===== config.mk =====
export PLATFORM = sky130hd
export DESIGN_NAME = dref_sched
export DESIGN_NICKNAME = d
export VERILOG_FILES = /design/src/rtl/dref_pkg.sv /design/src/rtl/dref_timer.sv /design/src/rtl/dref_nbr_fifo.sv /design/src/rtl/dref_sched.sv
export SDC_FILE = /design/constraint.sdc
export NUM_CORES = 1
export LEC_CHECK = 0
export ABC_AREA = 0
export CORE_UTILIZATION = 59
export DETAILED_ROUTE_END_ITERATION = 6
export PLACE_DENSITY = 0.89
export REMOVE_ABC_BUFFERS = 1
export SLEW_MARGIN = 20
export SYNTH_ARGS = -nofsm -noshare
export SYNTH_HDL_FRONTEND = slang
export SYNTH_SLANG_ARGS = --single-unit

===== constraint.sdc =====
create_clock -name clk -period 4.6 [get_ports clk]
set_clock_uncertainty 0.2 [all_clocks]
set_input_delay 0.92 -clock clk [delete_from_list [all_inputs] [get_ports clk]]
set_output_delay 0.92 -clock clk [all_outputs]
set_load 0.05 [all_outputs]

===== src/rtl/dref_pkg.sv =====
package dref_pkg;

    typedef enum logic [1:0] {
        CMD_NOP = 2'd0,
        CMD_ACT = 2'd1,
        CMD_REF = 2'd2
    } cmd_kind_e;

    typedef enum logic [1:0] {
        ST_IDLE = 2'd0,
        ST_HOLD = 2'd1,
        ST_RUN  = 2'd2
    } sched_st_e;

endpackage


===== src/rtl/dref_timer.sv =====
module dref_timer #(
    parameter int TIMER_W = 22
) (
    input  logic               clk,
    input  logic               rst_n,
    input  logic [TIMER_W-1:0] cfg_interval,
    output logic               tick
);

    typedef struct packed {
        logic [TIMER_W-1:0] cnt;
    } tmr_t;

    tmr_t tmr_q, tmr_d;
    logic expire;

    always_comb begin
        tmr_d  = tmr_q;
        expire = 1'b0;
        if (cfg_interval == '0) begin
            tmr_d.cnt = '0;
        end else if (tmr_q.cnt >= cfg_interval - 1'b1) begin
            expire    = 1'b1;
            tmr_d.cnt = '0;
        end else begin
            tmr_d.cnt = tmr_q.cnt + 1'b1;
        end
    end

    always_ff @(posedge clk) begin
        if (!rst_n) tmr_q <= '0;
        else        tmr_q <= tmr_d;
    end

    assign tick = expire;

endmodule


===== src/rtl/dref_nbr_fifo.sv =====
module dref_nbr_fifo #(
    parameter int ROW_W = 13,
    parameter int DEPTH = 4
) (
    input  logic             clk,
    input  logic             rst_n,
    input  logic             push_lo,
    input  logic [ROW_W-1:0] lo_row,
    input  logic             push_hi,
    input  logic [ROW_W-1:0] hi_row,
    input  logic             pop,
    output logic             empty,
    output logic [ROW_W-1:0] head_row
);

    localparam int PTR_W = (DEPTH > 2) ? $clog2(DEPTH) : 1;
    localparam int CNT_W = $clog2(DEPTH + 1);
    localparam logic [CNT_W-1:0] FULL_CNT = CNT_W'(DEPTH);
    localparam logic [PTR_W-1:0] LAST_PTR = PTR_W'(DEPTH - 1);

    typedef struct packed {
        logic [DEPTH-1:0][ROW_W-1:0] mem;
        logic [PTR_W-1:0]            wr;
        logic [PTR_W-1:0]            rd;
        logic [CNT_W-1:0]            cnt;
    } fifo_t;

    fifo_t fq_q, fq_d;
    logic [PTR_W-1:0] wp;

    function automatic logic [PTR_W-1:0] step(input logic [PTR_W-1:0] p);
        return (p == LAST_PTR) ? '0 : p + 1'b1;
    endfunction

    always_comb begin
        fq_d = fq_q;
        wp   = fq_q.wr;
        if (pop && fq_q.cnt != '0) begin
            fq_d.rd  = step(fq_q.rd);
            fq_d.cnt = fq_d.cnt - 1'b1;
        end
        if (push_lo && fq_d.cnt < FULL_CNT) begin
            fq_d.mem[wp] = lo_row;
            wp           = step(wp);
            fq_d.cnt     = fq_d.cnt + 1'b1;
        end
        if (push_hi && fq_d.cnt < FULL_CNT) begin
            fq_d.mem[wp] = hi_row;
            wp           = step(wp);
            fq_d.cnt     = fq_d.cnt + 1'b1;
        end
        fq_d.wr = wp;
    end

    always_ff @(posedge clk) begin
        if (!rst_n) fq_q <= '0;
        else        fq_q <= fq_d;
    end

    assign empty    = (fq_q.cnt == '0);
    assign head_row = fq_q.mem[fq_q.rd];

endmodule


===== src/rtl/dref_sched.sv =====
module dref_sched
    import dref_pkg::*;
#(
    parameter int ROWS       = 8192,
    parameter int TIMER_W    = 22,
    parameter int CMD_CYCLES = 4,
    parameter int FIFO_DEPTH = 4,
    localparam int ROW_W     = (ROWS > 1) ? $clog2(ROWS) : 1
) (
    input  logic               clk,
    input  logic               rst_n,
    input  logic [TIMER_W-1:0] cfg_interval,
    input  logic               cpu_req,
    input  logic [ROW_W-1:0]   cpu_row,
    output logic               cpu_ready,
    output logic               hold_req,
    input  logic               hold_ack,
    output logic               cmd_valid,
    output logic [1:0]         cmd_kind,
    output logic [ROW_W-1:0]   cmd_row
);

    localparam int BUSY_W = (CMD_CYCLES > 1) ? $clog2(CMD_CYCLES) : 1;
    localparam logic [ROW_W-1:0]  LAST_ROW  = ROW_W'(ROWS - 1);
    localparam logic [BUSY_W-1:0] BUSY_LOAD = BUSY_W'(CMD_CYCLES - 1);

    typedef struct packed {
        sched_st_e          st;
        logic               pend;
        logic               sweep;
        logic [ROW_W-1:0]   row;
        logic [BUSY_W-1:0]  busy;
        logic               hold;
        logic               cv;
        cmd_kind_e          kind;
        logic [ROW_W-1:0]   crow;
    } sched_t;

    sched_t s_q, s_d;

    logic             tick;
    logic             fifo_empty;
    logic [ROW_W-1:0] head_row;
    logic             push_lo, push_hi, pop;
    logic [ROW_W-1:0] lo_row, hi_row;
    logic             ready_c;

    dref_timer #(.TIMER_W(TIMER_W)) u_timer (
        .clk          (clk),
        .rst_n        (rst_n),
        .cfg_interval (cfg_interval),
        .tick         (tick)
    );

    dref_nbr_fifo #(.ROW_W(ROW_W), .DEPTH(FIFO_DEPTH)) u_fifo (
        .clk      (clk),
        .rst_n    (rst_n),
        .push_lo  (push_lo),
        .lo_row   (lo_row),
        .push_hi  (push_hi),
        .hi_row   (hi_row),
        .pop      (pop),
        .empty    (fifo_empty),
        .head_row (head_row)
    );

    assign lo_row  = cpu_row - 1'b1;
    assign hi_row  = cpu_row + 1'b1;
    assign ready_c = (s_q.st == ST_IDLE) && !s_q.pend && fifo_empty;

    always_comb begin
        s_d     = s_q;
        s_d.cv  = 1'b0;
        s_d.kind = CMD_NOP;
        push_lo = 1'b0;
        push_hi = 1'b0;
        pop     = 1'b0;
        if (tick) s_d.pend = 1'b1;

        unique case (s_q.st)
            ST_IDLE: begin
                if (ready_c && cpu_req) begin
                    s_d.cv   = 1'b1;
                    s_d.kind = CMD_ACT;
                    s_d.crow = cpu_row;
                    push_lo  = (cpu_row != '0);
                    push_hi  = (cpu_row != LAST_ROW);
                end else if (s_q.pend || !fifo_empty) begin
                    s_d.hold = 1'b1;
                    s_d.st   = ST_HOLD;
                end
            end
            ST_HOLD: begin
                if (hold_ack) begin
                    s_d.st    = ST_RUN;
                    s_d.sweep = s_q.pend;
                    s_d.pend  = tick;
                    s_d.row   = '0;
                    s_d.busy  = '0;
                end
            end
            ST_RUN: begin
                if (s_q.busy != '0) begin
                    s_d.busy = s_q.busy - 1'b1;
                end else if (!fifo_empty) begin
                    pop      = 1'b1;
                    s_d.cv   = 1'b1;
                    s_d.kind = CMD_REF;
                    s_d.crow = head_row;
                    s_d.busy = BUSY_LOAD;
                end else if (s_q.sweep) begin
                    s_d.cv   = 1'b1;
                    s_d.kind = CMD_REF;
                    s_d.crow = s_q.row;
                    s_d.busy = BUSY_LOAD;
                    if (s_q.row == LAST_ROW) s_d.sweep = 1'b0;
                    else                     s_d.row   = s_q.row + 1'b1;
                end else begin
                    s_d.hold = 1'b0;
                    s_d.st   = ST_IDLE;
                end
            end
            default: s_d.st = ST_IDLE;
        endcase
    end

    always_ff @(posedge clk) begin
        if (!rst_n) s_q <= '0;
        else        s_q <= s_d;
    end

    assign cpu_ready = ready_c;
    assign hold_req  = s_q.hold;
    assign cmd_valid = s_q.cv;
    assign cmd_kind  = s_q.kind;
    assign cmd_row   = s_q.crow;

endmodule


==> impl_metrics.tcl <==
set metrics [dict create \
    clock_insertion_delay_worst_skew_ns 0.42 \
    maxCapViolations 0 \
    cts-hold-fix-buffers 0 \
    number_of_buffers_and_inverters_on_the_critical_path 4 \
    tritoncts.num_buffers 17 \
    setup_total_negative_slack_ns 0 \
    crit_path_max_fanout 23 \
    cts.path.max_buffers 2 \
    synth.ff_latch_count 117 \
    floorplan.initialDensity_pct 60.9 \
    pwr-share-seq_pct 30.8 \
    whs_endpoint "hold_req" \
    fmax_ghz 0.241 \
    leakage_nw 3.03 \
    cpPeakStageDelay_ns 0.45 \
    grt.overflow.total 0 \
    global_route.usage.met1_pct 39.8 \
    holdCritStartpoint "hold_req" \
    numClockSinks 117 \
    crit_path_start_kind "input port" \
    drc 2 \
    hpwl_microns 13400 \
    tritoncts "yes" \
    cts_max_level 4 \
    power_density_mw_per_mm2 508 \
    placementRows 40 \
    post-route-min-period_ns 4.14 \
    syn_area_sq_mm 0.00734 \
    finish.instance_area_sq_mm 0.00854 \
    yosys.area.top_type_share_pct 31.9 \
    endpoint_kind "flop" \
    post_synth_inst_count 879 \
    power_frac_clock_pct 30.1 \
    io_pins 57 \
    worst_ir_drop_vdd_mv 0.329 \
    power.switching_mw 1.69 \
    slew_violations 0 \
    die_h_microns 114 \
    worst-setup-path-type "input port to flop" \
    worstRegToRegCells 10 \
    synthArstFlopShare_pct 0 \
    hold_path.class "flop to flop" \
    grt.met3_usage_pct 8.45 \
    grt_max_degree 48 \
    maxSlewHeadroom_pct 29.2 \
    synth-edff-count 0 \
    total_number_of_vias 7074 \
    die_area_sq_mm 0.0129 \
    grt_use_met2_pct 49.8 \
    grt-busiest-layer "met2" \
    p_int_mw 2.64 \
    crit-reg2reg-capture "u_fifo.fq_q[51]" \
    insertedDiodeCount 0 \
    number_of_synthesis_warnings 0 \
    globalplace.congestion 0.924 \
    comb_power_share_pct 39.1 \
    area_delta_synth_final_pct 16.3 \
    rsz_0062_raised_after_global_routing "no" \
    sequential_cell_area_fraction_in_the_yosys_report_pct 31.9 \
    core_sq_mm 0.0121 \
    wl_per_cell_microns 18.2 \
    antenna_found_initial 0 \
    dr.first_iter.drc_count 1275 \
    status "finished, violations left" \
    finish.utilization_pct 70.8 \
    clock_transition_at_the_register_clock_pins_on_the_worst_setup_and_hold_paths_after_cts_ns 0.05 \
    worstPathRequired_ns 4.70 \
    gr-usage-all-layers_pct 31.2 \
    die_w_microns 114 \
    first_global_vias 6430 \
    syn_avg_cell_area_sq_um 8.35 \
    detail-route-antenna-nets 0 \
    synth_cell_types 68 \
    dpl-instance-area_sq_mm 0.00795 \
    finalSetupViolations 0 \
    final_nets 990 \
    finalHoldViolCount 0 \
    synth_area_leader_cell "sky130_fd_sc_hd__dfxtp_1" \
    number_of_cells_traversed_by_the_worst_hold_path 2 \
    number_of_port_buffers 56 \
    worstMarginPinSlew_ns 1.06 \
    failed_checks "DRC" \
    number_of_detailed_route_iterations_in_the_first_pass 7 \
    worst-r2r-setup-slack_ns 0.93 \
    post_placement_setup_slack_ns 0.0463 \
    ctsRootBufferMaster "sky130_fd_sc_hd__clkbuf_16" \
    synth_flop_cell "sky130_fd_sc_hd__dfxtp_1" \
    path_delay_family "simple AND/OR/NAND/NOR gates" \
    n_fill_cell 874 \
    ys_top_cells_by_area "sky130_fd_sc_hd__dfxtp_1, sky130_fd_sc_hd__ha_1, sky130_fd_sc_hd__xnor2_1, sky130_fd_sc_hd__nor2_1, sky130_fd_sc_hd__mux4_2" \
    wirelength_microns 19800 \
    cp_slowest_cell "sky130_fd_sc_hd__clkdlybuf4s50_1" \
    final_layout_size_suffix_gt1_share_pct 9.23 \
    postLayoutSetupSlackWorst_ns 0.459 \
    regToRegStartpoint "u_fifo.fq_q[0]" \
    worst_ep_arrival_time_ns 4.24 \
    grt_pass1_wl_microns 31700 \
    mostFrequentLayoutCell "sky130_fd_sc_hd__dfxtp_1" \
    final_cell_mix "sky130_fd_sc_hd__dfxtp_1, sky130_fd_sc_hd__nor2_1, sky130_fd_sc_hd__nand2_1, sky130_fd_sc_hd__clkdlybuf4s50_1" \
    multi_input_area_sq_mm 0.00453 \
    fin_crit_sh_pct 90.0 \
    avgViaCountPerCell 6.50 \
    seqCellArea_sq_mm 0.00234 \
    p_sw_share_pct 39.0 \
    crit_path_cell_trace "clkdlybuf4s50_1, inv_1, ha_1, nor4b_1, buf_4, nand3_1, or3_1, nor3_1, xnor2_1, ha_1, nand4_1, nor4_2, nand3_1, o21ai_1, buf_12, nor3_1" \
]
-- synth_stat cells, drive strengths merged, types with 5 or more instances --
master  instances
a211oi          5
a21oi          39
a22oi          11
a31oi          20
and2            8
and3           12
buf            42
clkbuf         31
dfxtp         117
ha             43
inv            24
mux2i           6
mux4           13
nand2          63
nand2b          6
nand3          33
nand4          25
nor2          101
nor3           45
nor3b           5
nor4           17
o21ai          37
o31ai           5
o32ai          28
o41ai           6
or3            10
or4             5
xnor2          45
xor2           21
-- how the worst max path moves through the flow --
stage                        endpoint  cells after the start  slack (ns)             from
floorplan           u_timer.tmr_q[10]                     13        0.19  cfg_interval[0]
global placement     u_timer.tmr_q[4]                     16        0.11  cfg_interval[0]
detailed placement   u_timer.tmr_q[2]                     14        0.05  cfg_interval[2]
CTS                  u_timer.tmr_q[2]                     16        0.47  cfg_interval[0]
global route         u_timer.tmr_q[2]                     16        0.07  cfg_interval[0]
finish               u_timer.tmr_q[2]                     16        0.46  cfg_interval[0]
-- routing by layer --
layer	vias to the layer above	wire length, microns
met3	81	1770
met2	412	9120
met1	3276	8260
met5	-	0
li1	3305	-
met4	0	693
-- worst reg2reg max path, stage by stage, from the launching register on --
cell,delay [ns]
sky130_fd_sc_hd__dfxtp_1,0.35
sky130_fd_sc_hd__inv_1,0.08
sky130_fd_sc_hd__ha_1,0.24
sky130_fd_sc_hd__nand2b_1,0.49
sky130_fd_sc_hd__nand2_1,0.30
sky130_fd_sc_hd__xnor2_1,0.32
sky130_fd_sc_hd__ha_1,0.23
sky130_fd_sc_hd__clkinv_1,0.23
sky130_fd_sc_hd__o2111ai_1,0.41
sky130_fd_sc_hd__nand2_1,0.31
sky130_fd_sc_hd__o32ai_1,0.41
-- power by group through the flow --
stage,clock (mW),combinational (mW),sequential (mW)
2_1_floorplan,0,0.993,1.46
3_3_place_gp,0,1.58,1.34
3_5_place_dp,0,1.62,1.35
4_1_cts,1.30,1.66,1.33
5_1_grt,1.36,1.83,1.35
6_report,1.31,1.70,1.33
-- per-stage QoR --
stage	cells	power (mW)	hold WS, ns
after floorplan	806	2.45	0.249
after global placement	1057	2.92	0.260
after detailed placement	1057	2.97	0.269
after CTS	1089	4.29	0.276
after global routing	1089	4.54	0.312
final	1089	4.34	0.274
-- logic make-up after synthesis --
family	share of synthesized area, %
multiplexers	4.96
XOR/XNOR	7.87
adder cells (fa/ha/maj)	7.33
buffers and inverters	6.53
AND/OR/NAND/NOR	23.6
flip-flops	31.9
AO/OA/AOI/OAI	17.8
-- state kept, by name, indices dropped and copies added, names as in the netlist --
name / flops
u_fifo.fq_q: 59
u_timer.tmr_q: 22
s_q: 19
cmd_row: 13
cmd_kind: 2
cmd_valid: 1
hold_req: 1
-- what timing repair did --
action                     in CTS  in global routing
buffers inserted                0                  0
resized for setup               0                  1
setup endpoints to repair       0                  2
-- final cells by class --
| type | instances | area share (%) |
|---|---|---|
| multi-input combinational | 663 | 53.1 |
| timing repair buffer | 83 | 9.08 |
| tap | 168 | 2.46 |
| clock buffer | 18 | 5.02 |
| sequential | 117 | 27.4 |
| inverter | 26 | 1.14 |
| clock inverter | 14 | 1.79 |
Power figures use the tool's default switching activity.
